==> src/rtl/sc_repl_pkg.sv <==
// Shared types for the second-chance page replacer.
package sc_repl_pkg;

    // Controller state: waiting for a reference, or walking the frame ring.
    typedef enum logic [0:0] {
        ST_IDLE = 1'b0,
        ST_SCAN = 1'b1
    } sc_state_e;

endpackage

==> src/rtl/sc_frame_store.sv <==
// Frame table: page number, resident flag and touched flag per frame.
// Assumes at most one of write, clear or set targets a frame per cycle;
// write wins over clear, clear over set. Lookup is fully parallel.
module sc_frame_store #(
    parameter int NUM_FRAMES = 3,
    parameter int PAGE_W     = 20,
    parameter int IDX_W      = 2
) (
    input  logic                  clk,
    input  logic                  rst_n,
    input  logic                  wr_en,
    input  logic [IDX_W-1:0]      wr_idx,
    input  logic [PAGE_W-1:0]     wr_page,
    input  logic                  set_en,
    input  logic [IDX_W-1:0]      set_idx,
    input  logic                  clr_en,
    input  logic [IDX_W-1:0]      clr_idx,
    input  logic [PAGE_W-1:0]     look_page,
    input  logic [IDX_W-1:0]      rd_idx,
    output logic [NUM_FRAMES-1:0] match_vec,
    output logic [PAGE_W-1:0]     rd_page,
    output logic                  rd_ref
);

    logic [NUM_FRAMES-1:0] valid_vec;
    logic [NUM_FRAMES-1:0] ref_vec;
    logic [PAGE_W-1:0]     page_arr [NUM_FRAMES];

    for (genvar g = 0; g < NUM_FRAMES; g++) begin : g_frame
        logic              vld_q;
        logic              tch_q;
        logic [PAGE_W-1:0] pg_q;

        // Per-frame state update: load, clear touched, or mark touched.
        always_ff @(posedge clk) begin
            if (!rst_n) begin
                vld_q <= 1'b0;
                tch_q <= 1'b0;
                pg_q  <= '0;
            end else if (wr_en && wr_idx == IDX_W'(g)) begin
                vld_q <= 1'b1;
                tch_q <= 1'b0;
                pg_q  <= wr_page;
            end else if (clr_en && clr_idx == IDX_W'(g)) begin
                tch_q <= 1'b0;
            end else if (set_en && set_idx == IDX_W'(g)) begin
                tch_q <= 1'b1;
            end
        end

        assign valid_vec[g] = vld_q;
        assign ref_vec[g]   = tch_q;
        assign page_arr[g]  = pg_q;
        assign match_vec[g] = vld_q && (pg_q == look_page);
    end

    // Read port for the frame under the ring pointer.
    always_comb begin
        rd_page = page_arr[rd_idx];
        rd_ref  = ref_vec[rd_idx];
    end

    // A touched flag is only ever set on a frame that holds a page.
    p_set_resident_r6: assert property (@(posedge clk) disable iff (!rst_n)
        set_en |-> valid_vec[set_idx]);

    // A search never writes over a frame still marked touched.
    p_no_touched_evict_r5: assert property (@(posedge clk) disable iff (!rst_n)
        (wr_en && valid_vec[wr_idx]) |-> !ref_vec[wr_idx]);

endmodule

==> src/rtl/sc_onehot_idx.sv <==
// Converts a one-hot (or empty) vector to a binary index plus an any flag.
// Assumes at most one bit set; with several set the index is their OR.
module sc_onehot_idx #(
    parameter int N     = 3,
    parameter int IDX_W = 2
) (
    input  logic [N-1:0]     onehot,
    output logic [IDX_W-1:0] idx,
    output logic             any
);

    // OR together the indices of all set bits.
    always_comb begin
        idx = '0;
        for (int i = 0; i < N; i++) begin
            if (onehot[i]) idx = idx | IDX_W'(i);
        end
        any = |onehot;
    end

endmodule

==> src/rtl/sc_page_replacer.sv <==
// Second-chance frame replacer. Accepts one page reference at a time,
// answers hits and fills immediately, and walks a ring pointer for
// misses on a full pool, sparing touched frames once each.
// Assumes the caller holds ref_page stable while ref_valid is high.
module sc_page_replacer
    import sc_repl_pkg::*;
#(
    parameter int NUM_FRAMES = 3,
    parameter int PAGE_W     = 20
) (
    input  logic                                        clk,
    input  logic                                        rst_n,
    input  logic                                        ref_valid,
    output logic                                        ref_ready,
    input  logic [PAGE_W-1:0]                           ref_page,
    output logic                                        done,
    output logic                                        fault,
    output logic                                        evict,
    output logic [((NUM_FRAMES > 1) ? $clog2(NUM_FRAMES) : 1)-1:0] frame_idx,
    output logic [PAGE_W-1:0]                           victim_page
);

    localparam int IDX_W  = (NUM_FRAMES > 1) ? $clog2(NUM_FRAMES) : 1;
    localparam int FILL_W = $clog2(NUM_FRAMES + 1);
    localparam int SCAN_W = $clog2(NUM_FRAMES + 2);
    localparam logic [IDX_W-1:0]  LAST_IDX = IDX_W'(NUM_FRAMES - 1);
    localparam logic [FILL_W-1:0] FULL_CNT = FILL_W'(NUM_FRAMES);

    sc_state_e           state_q;
    logic [IDX_W-1:0]    hand_q;
    logic [IDX_W-1:0]    hand_nxt;
    logic [FILL_W-1:0]   fill_q;
    logic [SCAN_W-1:0]   scan_q;
    logic [PAGE_W-1:0]   pend_q;

    logic [NUM_FRAMES-1:0] match_vec;
    logic [IDX_W-1:0]      hit_idx;
    logic                  hit;
    logic [PAGE_W-1:0]     rd_page;
    logic                  rd_ref;
    logic                  accept;
    logic                  full;
    logic                  wr_en;
    logic [IDX_W-1:0]      wr_idx;
    logic [PAGE_W-1:0]     wr_page;
    logic                  set_en;
    logic                  clr_en;

    sc_frame_store #(
        .NUM_FRAMES (NUM_FRAMES),
        .PAGE_W     (PAGE_W),
        .IDX_W      (IDX_W)
    ) i_store (
        .clk       (clk),
        .rst_n     (rst_n),
        .wr_en     (wr_en),
        .wr_idx    (wr_idx),
        .wr_page   (wr_page),
        .set_en    (set_en),
        .set_idx   (hit_idx),
        .clr_en    (clr_en),
        .clr_idx   (hand_q),
        .look_page (ref_page),
        .rd_idx    (hand_q),
        .match_vec (match_vec),
        .rd_page   (rd_page),
        .rd_ref    (rd_ref)
    );

    sc_onehot_idx #(
        .N     (NUM_FRAMES),
        .IDX_W (IDX_W)
    ) i_hit_enc (
        .onehot (match_vec),
        .idx    (hit_idx),
        .any    (hit)
    );

    assign ref_ready = (state_q == ST_IDLE);
    assign accept    = ref_valid && ref_ready;
    assign full      = (fill_q == FULL_CNT);
    assign hand_nxt  = (hand_q == LAST_IDX) ? '0 : hand_q + 1'b1;

    // Frame table commands for this cycle: mark, fill, spare or replace.
    always_comb begin
        set_en  = accept && hit;
        clr_en  = (state_q == ST_SCAN) && rd_ref;
        wr_en   = 1'b0;
        wr_idx  = hand_q;
        wr_page = pend_q;
        if (accept && !hit && !full) begin
            wr_en   = 1'b1;
            wr_idx  = fill_q[IDX_W-1:0];
            wr_page = ref_page;
        end else if ((state_q == ST_SCAN) && !rd_ref) begin
            wr_en   = 1'b1;
        end
    end

    // Controller: classify references, walk the ring, register results.
    always_ff @(posedge clk) begin
        if (!rst_n) begin
            state_q     <= ST_IDLE;
            hand_q      <= '0;
            fill_q      <= '0;
            scan_q      <= '0;
            pend_q      <= '0;
            done        <= 1'b0;
            fault       <= 1'b0;
            evict       <= 1'b0;
            frame_idx   <= '0;
            victim_page <= '0;
        end else begin
            done <= 1'b0;
            case (state_q)
                ST_IDLE: begin
                    if (accept) begin
                        if (hit) begin
                            done      <= 1'b1;
                            fault     <= 1'b0;
                            evict     <= 1'b0;
                            frame_idx <= hit_idx;
                        end else if (!full) begin
                            done      <= 1'b1;
                            fault     <= 1'b1;
                            evict     <= 1'b0;
                            frame_idx <= fill_q[IDX_W-1:0];
                            fill_q    <= fill_q + 1'b1;
                        end else begin
                            pend_q  <= ref_page;
                            scan_q  <= '0;
                            state_q <= ST_SCAN;
                        end
                    end
                end
                ST_SCAN: begin
                    hand_q <= hand_nxt;
                    if (rd_ref) begin
                        scan_q <= scan_q + 1'b1;
                    end else begin
                        done        <= 1'b1;
                        fault       <= 1'b1;
                        evict       <= 1'b1;
                        frame_idx   <= hand_q;
                        victim_page <= rd_page;
                        state_q     <= ST_IDLE;
                    end
                end
                default: state_q <= ST_IDLE;
            endcase
        end
    end

    // No page can match two frames at once.
    p_unique_match_r9: assert property (@(posedge clk) disable iff (!rst_n)
        $onehot0(match_vec));

    // A hit result never carries an eviction.
    p_hit_no_evict_r2: assert property (@(posedge clk) disable iff (!rst_n)
        (done && !fault) |-> !evict);

    // The search passes over at most every frame once before evicting.
    p_scan_bound_r7: assert property (@(posedge clk) disable iff (!rst_n)
        (state_q == ST_SCAN) |-> (scan_q <= SCAN_W'(NUM_FRAMES)));

    // A search either continues or finishes with a result.
    p_scan_ends_done_r8: assert property (@(posedge clk) disable iff (!rst_n)
        (state_q == ST_SCAN) |=> ((state_q == ST_SCAN) || (done && evict)));

    // Evictions only happen once the pool is full.
    p_evict_when_full_r3: assert property (@(posedge clk) disable iff (!rst_n)
        (done && evict) |-> full);

endmodule

==> config.mk <==
export PLATFORM = sky130hd
export DESIGN_NAME = sc_page_replacer
export DESIGN_NICKNAME = d
export VERILOG_FILES = /design/src/rtl/sc_repl_pkg.sv /design/src/rtl/sc_frame_store.sv /design/src/rtl/sc_onehot_idx.sv /design/src/rtl/sc_page_replacer.sv
export SDC_FILE = /design/constraint.sdc
export NUM_CORES = 1
export LEC_CHECK = 0
export CAP_MARGIN = 20
export CORE_UTILIZATION = 48
export CTS_BUF_LIST = sky130_fd_sc_hd__clkbuf_4
export CTS_CLUSTER_DIAMETER = 120
export DETAILED_ROUTE_END_ITERATION = 7
export GPL_TIMING_DRIVEN = 0
export PLACE_DENSITY = 0.67
export SYNTH_ARGS = -nofsm -noshare
export SYNTH_HDL_FRONTEND = slang
export SYNTH_SLANG_ARGS = --single-unit
==> constraint.sdc <==
create_clock -name clk -period 2.3 [get_ports clk]
set_clock_uncertainty 0.1 [all_clocks]
set_input_delay 0.46 -clock clk [delete_from_list [all_inputs] [get_ports clk]]
set_output_delay 0.46 -clock clk [all_outputs]
set_load 0.005 [all_outputs]
==> run_results.csv <==
group,metric,value,unit
worst_hold_path,hold_class,"input pin to register",
yosys,synth_warnings,0,
sta,setup_ws,0.00772,ns
power,ir_drop,380,uV
floorplanning,die_h,115,um
yosys,ys.flop_type,"dfxtp_1",
place,gp_congestion,0.914,
clock_network,cts_root_buf,"clkbuf_4",
sta,post-route-period-util,0.997,
clock_network,cts.htree.levels,4,
power,switching_share,0.281,
floorplanning,core,12200,um^2
yosys,yosys-top-cells-area,"dfxtp_1 38%, mux2i_1 7.0%, xnor2_1 7.0%",
floorplanning,dieWidth,115,um
power,comb_power_share,0.158,
power,cellInternalPower,3.29,mW
place,dp_hpwl,13.7,mm
sta,period_minus_slack,2.29,ns
cells_and_area,nNetsFinal,710,
sta,fmax,436,MHz
cells_and_area,area_growth,20.9,%
global_routing,grt_max_degree,17,
critical_path,criticalPathCategory,"register to register",
yosys,ys_seq_elements,116,
route,wl,19.7,mm
yosys,syn-cell-area,6120,um^2
clock_network,cts_max_path_buffers,2,
critical_path,crit_path_max_fanout,5,
cells_and_area,diodes,0,
global_routing,grt_pass1_vias,5219,
sta,final_max_slew_viol_count,0,
power,power.density,618,nW/um^2
clock_network,numClockSinks,116,
power,pwr-share-seq,0.481,
critical_path,arrival,2.66,ns
sta,hold_violations,0,
power,p_leak,2.84,nW
clock_network,clk_pin_slew,0.12,ns
yosys,postSynthCellCount,632,
critical_path,cp-start-kind,"register",
cells_and_area,n_fill_cell,1117,
sta,slew_headroom,0.529,
global_routing,antenna_found_initial,0,
global_routing,grtUsageTotal,0.316,
place,port_buffers,27,
route,drt_pass1_iterations,5,
clock_network,holdBufCountCts,0,
yosys,yosys.area.top_type_share,0.380,
route,drtAntennaViolNets,0,
place,dp_slack,-0.610,ns
route,wire_per_inst,22.8,um
clock_network,cts_buffers,17,
route,drt_iter0_markers,419,
route,remaining_drc_errors,0,
floorplanning,rows,40,
yosys,synth_edf_count,0,
floorplanning,initial_core_util,0.501,
yosys,syn_avg_cell_area,9.68,um^2
yosys,yosysUniqueCellTypes,50,
clock_network,cts_tree,"built",
global_routing,grt_overflow,0,
cells_and_area,drive_gt1_frac,0.230,
power,switching_power,1.28,mW
power,clock_power_share,0.361,
route,routed_via_density,6.25,
global_routing,grt_pass1_wl,30.2,mm
critical_path,cp.required,2.67,ns
job,maxCapViolations,0,
sta,worst_pin_slew,0.707,ns
floorplanning,dieArea,13200,um^2
sta,rsz0062_at_grt,"true",
run_status,outcome,"finished, final reports clean",
place,placed_cells,827,
clock_network,clk_latency,0.57,ns
yosys,synthArstFlopShare,0,
floorplanning,io_pins,49,
route,via_count,5416,
yosys,yosysSeqAreaShare,0.380,
cells_and_area,fin_cells,867,
sta,setup_viol,0,
yosys,yosys.area.top_type,"dfxtp_1",
critical_path,cp-end-kind,"register",
yosys,syn_nets,656,
[worst paths after layout]
check / slack (ns) / depth (start not counted) / to / start
setup / recovery: 0.008 / 8 / frame_idx[0]$_SDFFE_PN0P_ / i_store.g_frame[0].pg_q[0]$_SDFFE_PN0P_
hold / removal: 0.12 / 2 / i_store.g_frame[2].pg_q[0]$_SDFFE_PN0P_ / ref_page[0]
hold reg to reg: 0.38 / 2 / frame_idx[1]$_SDFFE_PN0P_ / frame_idx[1]$_SDFFE_PN0P_
setup reg to reg: 0.008 / 8 / frame_idx[0]$_SDFFE_PN0P_ / i_store.g_frame[0].pg_q[0]$_SDFFE_PN0P_
[critical path, stage by stage (launching register included)]
cell,delay [ns]
dfxtp_2,0.36
xnor2_2,0.15
nand4_1,0.19
nor4_4,0.42
nand4_4,0.23
buf_6,0.20
a31oi_4,0.20
nand2_1,0.10
o32ai_1,0.24
[placed cells by master (no fill, tap or decap), drive strengths merged, types with 2 or more instances in the layout]
cell type        n
a31oi            4
o211ai           3
xor2            12
xnor2           49
o31a             2
nand3           45
nor3b            2
dfxtp          116
o221a           20
a22oi           40
buf             51
a21oi            2
and4             2
o221ai          19
and2             4
nand4           15
mux2i           43
o211a           20
nor3             4
a211oi           2
inv              4
nor2             7
nand2b           3
o21ai            5
a21boi          42
and3             2
clkdlybuf4s50   27
nor2b           22
clkinvlp         2
o21a            21
nor4             7
bufinv           4
nand2           34
clkinv           7
clkbuf          48
nand3b           2
[synth_stat cells (all sizes together), types with 2 or more instances]
master / number
nand3b: 2
nor2b: 22
nor2: 7
nor3: 4
o221ai: 19
nand2b: 3
nor4: 7
dfxtp: 116
nand4: 14
mux2i: 43
inv: 4
and2: 4
nand3: 45
a21oi: 2
o21ai: 5
nand2: 34
a22oi: 40
o211a: 20
xnor2: 49
a21boi: 42
o31a: 2
a211oi: 2
nor3b: 2
and3: 2
o221a: 20
o211ai: 3
clkbuf: 33
a31oi: 4
o21a: 21
buf: 40
xor2: 12
and4: 2
[final cells by class]
class,instances,area [um^2],share of cell area
clock buffers,19,143,0.0193
inverters,4,15.0,0.00203
plain buffers,72,453,0.0612
well taps,168,210,0.0284
repair buffers,35,334,0.0452
multi-input cells,440,3740,0.505
clock inverters,13,164,0.0222
flip-flops and latches,116,2340,0.316
[routing by layer]
metal  wire length [um]  track usage  vias to the layer above
met4                706        0.152                        0
met5                  0            0                        -
met3               1630       0.0822                       47
li1                   -            -                     2460
met1               8330        0.397                     2656
met2               9080        0.506                      253
[power by group through the flow]
stage	combinational, mW	sequential [mW]	clock [mW]
after floorplan	0.447	2.20	0
after global placement	0.612	2.23	0
after detailed placement	0.623	2.23	0
after CTS	0.650	2.19	1.68
after global routing	0.763	2.21	1.76
final	0.721	2.20	1.65
[kinds of logic after synthesis]
kind of cell,count (synthesis),share of synthesized area
AOI/OAI and AO/OA,182,0.249
and+or+nand+nor,152,0.143
DFF,116,0.380
buffers and inverters,77,0.0679
xor gates and xnor gates,61,0.0874
muxes,43,0.0704
adders and majority gates,1,0.00205
[metrics by stage]
step	utilization	power [mW]	area, um^2	hold WS [ns]	setup TNS, ns
2_1_floorplan	-	2.65	6120	0.354	0
3_3_place_gp	0.540	2.84	6600	0.357	-40.51
3_5_place_dp	0.540	2.85	6600	0.363	-42.96
4_1_cts	0.578	4.52	7060	0.0911	0
5_1_grt	0.606	4.73	7400	0.107	-1.55
6_report	0.606	4.57	7400	0.118	0
[state kept, by name (all words and copies together) (netlist names)]
register and count:
i_store.g_frame.pg_q 60, frame_idx 2, i_store.g_frame.tch_q 3, victim_page 20, hand_q 2, fault 1
fill_q 2, i_store.g_frame.vld_q 3, state_q 1, evict 1, done 1, pend_q 20
[timing repair]
| action | 4_1_cts | 5_1_grt |
|---|---|---|
| setup endpoints to repair | 110 | 90 |
| cloned | 1 | 0 |
| pin swaps | 7 | 17 |
| buffers inserted | 4 | 4 |
| gates resized for setup | 25 | 76 |
(Power assumes the default switching activity.)
